[config.mk]
export PLATFORM = sky130hd
export DESIGN_NAME = stripe_ctrl
export DESIGN_NICKNAME = d
export VERILOG_FILES = /design/src/rtl/stripe_pkg.sv /design/src/rtl/stripe_map.sv /design/src/rtl/stripe_xor.sv /design/src/rtl/stripe_ctrl.sv
export SDC_FILE = /design/constraint.sdc
export NUM_CORES = 1
export LEC_CHECK = 0
export BUFFER_PORTS_ARGS = -buffer_cell sky130_fd_sc_hd__buf_2
export CAP_MARGIN = 40
export CORE_MARGIN = 2
export CORE_UTILIZATION = 50
export DETAILED_ROUTE_END_ITERATION = 8
export GPL_ROUTABILITY_DRIVEN = 0
export GPL_TIMING_DRIVEN = 0
export PLACE_DENSITY_LB_ADDON = 0.3
export SYNTH_ARGS = -nofsm -noshare
export SYNTH_HDL_FRONTEND = slang
export SYNTH_HIERARCHICAL = 1
export SYNTH_SLANG_ARGS = --single-unit
[constraint.sdc]
create_clock -name clk -period 12.5 [get_ports clk]
set_clock_uncertainty 0.05 [all_clocks]
set_input_delay 2.5 -clock clk [delete_from_list [all_inputs] [get_ports clk]]
set_output_delay 2.5 -clock clk [all_outputs]
set_load 0.1 [all_outputs]
[src/rtl/stripe_pkg.sv]
package stripe_pkg;
  typedef enum logic [1:0] {
    SQ_IDLE  = 2'd0,
    SQ_READ  = 2'd1,
    SQ_WRITE = 2'd2
  } seq_t;
endpackage

[src/rtl/stripe_map.sv]
// Logical block -> stripe, data disk and parity disk.
module stripe_map #(
  parameter int N  = 3,
  parameter int LW = 12,
  parameter int SW = 10,
  parameter int IW = 2
) (
  input  logic [LW-1:0] lba,
  output logic [SW-1:0] stripe,
  output logic [IW-1:0] tgt,
  output logic [IW-1:0] par
);
  localparam logic [LW-1:0] NL  = LW'(N);
  localparam logic [LW-1:0] NDL = LW'(N + 1);

  logic [LW-1:0] s_l, j_l, p_l;

  assign s_l    = lba / NL;
  assign j_l    = lba % NL;
  // parity walks downward one disk per stripe
  assign p_l    = NL - (s_l % NDL);
  assign stripe = SW'(s_l);
  assign par    = IW'(p_l);
  // data positions fill the disks in ascending order, skipping parity
  assign tgt    = IW'((j_l < p_l) ? j_l : j_l + 1'b1);
endmodule

[src/rtl/stripe_xor.sv]
// Masked XOR reduction across the disk words.
module stripe_xor #(
  parameter int ND = 4,
  parameter int DW = 32
) (
  input  logic [ND-1:0][DW-1:0] word,
  input  logic [ND-1:0]         sel,
  output logic [DW-1:0]         folded
);
  logic [ND:0][DW-1:0] chain;

  assign chain[0] = '0;
  for (genvar g = 0; g < ND; g++) begin : g_fold
    assign chain[g+1] = chain[g] ^ (sel[g] ? word[g] : '0);
  end
  assign folded = chain[ND];
endmodule

[src/rtl/stripe_ctrl.sv]
module stripe_ctrl
  import stripe_pkg::*;
#(
  parameter int N  = 3,
  parameter int DW = 32,
  parameter int SW = 10,
  parameter int LW = SW + $clog2(N),
  localparam int ND = N + 1,
  localparam int IW = $clog2(N + 1)
) (
  input  logic                 clk,
  input  logic                 rst,
  input  logic                 host_valid,
  output logic                 host_ready,
  input  logic                 host_write,
  input  logic [LW-1:0]        host_lba,
  input  logic [DW-1:0]        host_wdata,
  output logic                 resp_valid,
  output logic                 resp_err,
  output logic [DW-1:0]        resp_rdata,
  input  logic [ND-1:0]        disk_bad,
  output logic [ND-1:0]        dk_req,
  output logic                 dk_we,
  output logic [SW-1:0]        dk_addr,
  output logic [ND-1:0][DW-1:0] dk_wdata,
  input  logic [ND-1:0]        dk_ack,
  input  logic [ND-1:0][DW-1:0] dk_rdata
);
  seq_t                 st;
  logic                 wr_q;
  logic [IW-1:0]        tgt_q, par_q;
  logic [SW-1:0]        str_q;
  logic [DW-1:0]        new_q;
  logic [ND-1:0]        pend, rmask;
  logic [ND-1:0][DW-1:0] cap, wd;

  logic [SW-1:0]        m_str;
  logic [IW-1:0]        m_tgt, m_par;
  logic [DW-1:0]        fold_out;
  logic [ND-1:0]        tmask, pmask, plan_mask;
  logic                 err_now;

  stripe_map #(.N(N), .LW(LW), .SW(SW), .IW(IW)) u_map (
    .lba(host_lba), .stripe(m_str), .tgt(m_tgt), .par(m_par)
  );

  stripe_xor #(.ND(ND), .DW(DW)) u_fold (
    .word(cap), .sel(rmask), .folded(fold_out)
  );

  assign tmask   = ND'(1) << m_tgt;
  assign pmask   = ND'(1) << m_par;
  assign err_now = ($countones(disk_bad) > 1) || (host_write && disk_bad[m_tgt]);

  // disks touched in the read phase (and again in the write phase for writes)
  always_comb begin
    if (host_write)             plan_mask = tmask | (pmask & ~disk_bad);
    else if (disk_bad[m_tgt])   plan_mask = ~disk_bad;
    else                        plan_mask = tmask;
  end

  always_ff @(posedge clk) begin
    if (rst) begin
      st         <= SQ_IDLE;
      wr_q       <= 1'b0;
      tgt_q      <= '0;
      par_q      <= '0;
      str_q      <= '0;
      new_q      <= '0;
      pend       <= '0;
      rmask      <= '0;
      cap        <= '0;
      wd         <= '0;
      resp_valid <= 1'b0;
      resp_err   <= 1'b0;
      resp_rdata <= '0;
    end else begin
      resp_valid <= 1'b0;
      case (st)
        SQ_IDLE: begin
          if (host_valid) begin
            if (err_now) begin
              resp_valid <= 1'b1;
              resp_err   <= 1'b1;
              resp_rdata <= '0;
            end else begin
              wr_q  <= host_write;
              tgt_q <= m_tgt;
              par_q <= m_par;
              str_q <= m_str;
              new_q <= host_wdata;
              pend  <= plan_mask;
              rmask <= plan_mask;
              st    <= SQ_READ;
            end
          end
        end
        SQ_READ: begin
          if (pend == '0) begin
            if (wr_q) begin
              wd[tgt_q] <= new_q;
              wd[par_q] <= cap[par_q] ^ cap[tgt_q] ^ new_q;
              pend      <= rmask;
              st        <= SQ_WRITE;
            end else begin
              resp_valid <= 1'b1;
              resp_err   <= 1'b0;
              resp_rdata <= fold_out;
              st         <= SQ_IDLE;
            end
          end else begin
            for (int i = 0; i < ND; i++) begin
              if (pend[i] && dk_ack[i]) begin
                pend[i] <= 1'b0;
                cap[i]  <= dk_rdata[i];
              end
            end
          end
        end
        SQ_WRITE: begin
          if (pend == '0) begin
            resp_valid <= 1'b1;
            resp_err   <= 1'b0;
            resp_rdata <= '0;
            st         <= SQ_IDLE;
          end else begin
            for (int i = 0; i < ND; i++) begin
              if (pend[i] && dk_ack[i]) pend[i] <= 1'b0;
            end
          end
        end
        default: st <= SQ_IDLE;
      endcase
    end
  end

  assign host_ready = (st == SQ_IDLE);
  assign dk_req     = pend;
  assign dk_we      = (st == SQ_WRITE);
  assign dk_addr    = str_q;
  assign dk_wdata   = wd;

  // an unacknowledged request is kept until its acknowledge
  p_req_held_r8: assert property (@(posedge clk) disable iff (rst)
    (|(dk_req & ~dk_ack)) |=>
      ((dk_req & $past(dk_req & ~dk_ack)) == $past(dk_req & ~dk_ack)));

  // command and address stay put while a request waits
  p_cmd_steady_r8: assert property (@(posedge clk) disable iff (rst)
    (|(dk_req & ~dk_ack)) |=> ($stable(dk_we) && $stable(dk_addr)));

  // no new request is accepted while disks are busy
  p_busy_not_ready_r7: assert property (@(posedge clk) disable iff (rst)
    (|dk_req) |-> !host_ready);

  // a disk marked failed is never addressed
  p_no_failed_access_r6: assert property (@(posedge clk) disable iff (rst)
    (|dk_req) |-> ((dk_req & disk_bad) == '0));

  // a healthy read touches one disk only
  p_single_read_r5: assert property (@(posedge clk) disable iff (rst)
    ((|dk_req) && !dk_we && !wr_q && (disk_bad == '0)) |-> $onehot(dk_req));

  // the write phase touches at most the data and parity disks
  p_write_pair_r4: assert property (@(posedge clk) disable iff (rst)
    ((|dk_req) && dk_we) |-> ($countones(dk_req) <= 2));
endmodule

==> Implementation_results.wiki <==
{| class="wikitable"
! Metric !! Value
|-
| Run status || finished, final reports clean
|-
| Initial core utilization || 50.38%
|-
| Ys async rst share || 0%
|-
| Critical Path End Type || flip-flop
|-
| Slew of the pin with the lowest slew margin || 0.8964 ns
|-
| Detailed Route Iter0 Violations || 1771
|-
| Placeable Area || 37310 um^2
|-
| Clock power frac || 39.9%
|-
| First-pass DRT Iterations || 7
|-
| Setup repair after global routing missed its margin || no
|-
| Post-synthesis compound-gate area fraction || 16.37%
|-
| Met3 WL post-DR || 6817 um
|-
| Main flop type after synthesis || dfxtp_1
|-
| Count of nets left with antenna violations after detail routing || 0
|-
| HPWL after detailed placement || 50520 um
|-
| Critical-path top delay cell || a211oi_2
|-
| Uppermost layer routed || met5
|-
| Number of global-route vias before repair || 17302
|-
| Number of I/O port buffers || 355
|-
| Final setup fails || 0
|-
| Number of hold-slack violations in the final timing report || 0
|-
| Met2 routed wirelength || 29750 um
|-
| CTS tree || built
|-
| Fraction of layout cells with a size suffix above 1 || 19.40%
|-
| Dominant combinational cell family by area after synthesis || simple AND/OR/NAND/NOR gates
|-
| Final-report max-slew violation count || 0
|-
| Number of different library cells in the post-synthesis netlist || 88
|-
| Die height || 197.9 um
|-
| Syn Std Cell Area || 18800 um^2
|-
| Number of gates resized after cts || 0
|-
| Arrival time worst endpoint || 9.69 ns
|-
| Cell Int Power || 2.131 mW
|-
| Number of warnings reported in the yosys synthesis log || 6
|-
| Combinational share of power || 22.8%
|-
| Chip Width || 197.9 um
|-
| Final period utilization || 74.30%
|-
| Top cells by area, synth || dfxtp_1, xnor2_1, nand2_1
|-
| CTS root buffer || clkbuf_16
|-
| Number of flops mapped to enable cells by yosys || 0
|-
| Count of filler cells inserted in the layout || 3392
|-
| Post-route DRC || 0
|-
| # rows || 71
|-
| Total via count in the routed design || 18464
|-
| Synth Area in XOR/XNOR || 16.97%
|-
| Post-Synth Simple-Gate Area || 19.36%
|-
| Antenna violations before repair || 4
|-
| Area of the die || 39160 um^2
|-
| Metal1 wirelength || 27510 um
|-
| Detail-routed net length per standard cell || 20.62 um
|-
| Deepest level of the CTS H-tree || 2
|-
| Area share of fa/ha/maj cells after synthesis || 0.6923%
|-
| Wire length of the first global-routing pass || 99410 um
|-
| Highest ir drop seen on vdd || 0.08135 mV
|-
| Top-Level Pins || 362
|-
| Critical path's most frequent cell || xnor2_1
|-
| CP Data Required Time || 12.90 ns
|-
| Post-CTS Setup Inserts || 0
|-
| Share of synthesized area occupied by flip-flops and latches || 36.96%
|-
| Pwr Density || 138.9 nW/um^2
|-
| Share of the synthesized area in the top cell type || 36.96%
|-
| Worst hold path class || flip-flop to flip-flop
|-
| Register share of total power || 37.3%
|-
| Highest net fanout along the worst path || 10
|-
| Switching share of power || 32.02%
|-
| LEAKAGE || 8.023 nW
|-
| Reg clk slew, reported paths || 0.06 ns
|-
| Aggregate negative setup slack || 0 ns
|-
| Number of hold-repair buffers added at the cts stage || 0
|-
| Latest clock arrival within the worst-skew pair || 0.54 ns
|-
| CTS sink count || 347
|-
| Achievable Freq || 0.1077 GHz
|-
| Clock period minus worst slack || 9.287 ns
|-
| Number of register bits inferred by synthesis || 347
|-
| Layout overhead on the synthesized area || 20.06%
|-
| TritonCTS Buffers || 37
|-
| Net switching power || 1.004 mW
|-
| Number of nets in the finished design || 2955
|-
| Overall global routing resource usage || 33.27%
|-
| Synth area leader || dfxtp_1
|-
| Net count of the mapped netlist || 2561
|-
| Total detailed-routing wirelength || 67320 um
|-
| Element type at the critical path start || input port
|-
| Average footprint of a synthesized cell || 7.937 um^2
|-
| Kind of critical path || input port to flip-flop
|-
| Mux share of post-synthesis cell area || 4.307%
|-
| Final global-route overflow total || 0
|-
| Util after Layout || 60.48%
|-
| Via density || 5.655
|-
| Number of instances in the synthesized netlist || 2368
|-
| Buffer depth of the longest clock path || 3
|-
| Slowest Stage Delay on Critical Path || 0.50 ns
|-
| Max capacitance violation total || 0
|-
| Maximum number of pins on one net before global-route repair || 15
|-
| Worst relative slew slack || 40.24%
|}
worst max-delay path, delay by kind of cell:
family          cells  cell delay (ns)
simple gates        7             1.31
buf+inv             7             1.40
mux                 1             0.33
fa+ha+maj           3             0.79
xor+xnor            4             0.76
compound gates     10             2.58
power by group through the flow:
stage / sequential (mW) / combinational [mW] / clock (mW)
finish: 1.17 / 0.714 / 1.25
global route: 1.17 / 0.760 / 1.30
CTS: 1.17 / 0.702 / 1.25
detailed placement: 1.19 / 0.698 / 0
global placement: 1.19 / 0.687 / 0
floorplan: 1.26 / 0.422 / 0
synthesized netlist by cell type (6+ instances only):
| cell type | number |
|---|---|
| xnor2_2 | 6 |
| inv_1 | 22 |
| buf_2 | 32 |
| nor2_1 | 215 |
| o21ai_0 | 54 |
| a211o_1 | 6 |
| nand4_1 | 7 |
| a211oi_1 | 101 |
| nand2_1 | 566 |
| nor3_1 | 7 |
| ha_1 | 8 |
| nand2b_1 | 12 |
| nand3_1 | 45 |
| buf_1 | 6 |
| clkbuf_1 | 135 |
| buf_4 | 12 |
| xnor2_1 | 255 |
| buf_6 | 12 |
| xor2_1 | 98 |
| mux4_2 | 32 |
| a21oi_1 | 271 |
| and3_1 | 6 |
| nor2b_1 | 8 |
| dfxtp_1 | 347 |
worst paths after layout:
kind                startpoint    endpoint  slack (ns)  cells past startpoint
hold reg to reg     dk_addr[0]  dk_addr[0]        0.40                      2
setup reg to reg         st[1]     cap[93]        9.73                      8
setup / recovery  host_lba[11]   new_q[29]        3.21                     32
hold / removal      dk_addr[0]  dk_addr[0]        0.40                      2
cell usage in the layout, fill, tap and decap left out, types with 7 or more instances in the layout:
master,n
a211oi_1,101
a21oi_1,271
buf_2,387
buf_4,12
buf_6,12
bufinv_16,7
clkbuf_1,138
clkbuf_16,37
clkbuf_8,13
dfxtp_1,347
ha_1,8
inv_1,22
mux4_2,32
nand2_1,566
nand2b_1,12
nand3_1,45
nand4_1,7
nor2_1,215
nor2b_1,8
nor3_1,7
o21ai_0,54
xnor2_1,255
xor2_1,98
final cells by class:
cell class	instances	area, um^2	area share, %
flip-flops and latches	347	6947	30.78
inverters	24	90.09	0.3992
diodes	2	5.005	0.02218
plain buffers	197	914.6	4.053
repair buffers	355	1777	7.873
clock inverters	13	280.3	1.242
multi-input cells	1800	10840	48.05
well taps	474	593.1	2.628
clock buffers	53	1116	4.946
state kept, by name (all words and copies together) (netlist names):
name,cells
resp_rdata,32
resp_err,1
st,2
dk_addr,10
cap,128
tgt_q,2
par_q,2
dk_wdata,128
wr_q,1
new_q,32
rmask,4
resp_valid,1
dk_req,4
cell families after synthesis:
kind of cell	after synthesis
flops	347
xor+xnor	359
compound gates	501
fa+ha+maj	10
mux	39
buf+inv	221
simple gates	891
metrics by stage:
stage | std cells | instance area (um^2) | hold slack, ns | total power [mW] | setup slack, ns
2_1_floorplan | 2368 | 18800 | 0.4200 | 1.687 | 4.142
3_3_place_gp | 3197 | 21170 | 0.3863 | 1.878 | 2.964
3_5_place_dp | 3197 | 21170 | 0.3956 | 1.891 | 2.831
4_1_cts | 3263 | 22560 | 0.4046 | 3.121 | 3.343
5_1_grt | 3264 | 22560 | 0.4163 | 3.230 | 2.700
6_report | 3265 | 22570 | 0.4040 | 3.135 | 3.213
metal layers:
metal	GRT usage [%]	up-vias
met1	43.76	8629
met5	0	-
met2	52.52	1004
met3	6.983	175
li1	-	8654
met4	15.15	2
Note: power is estimated with default switching activity, not from simulation.
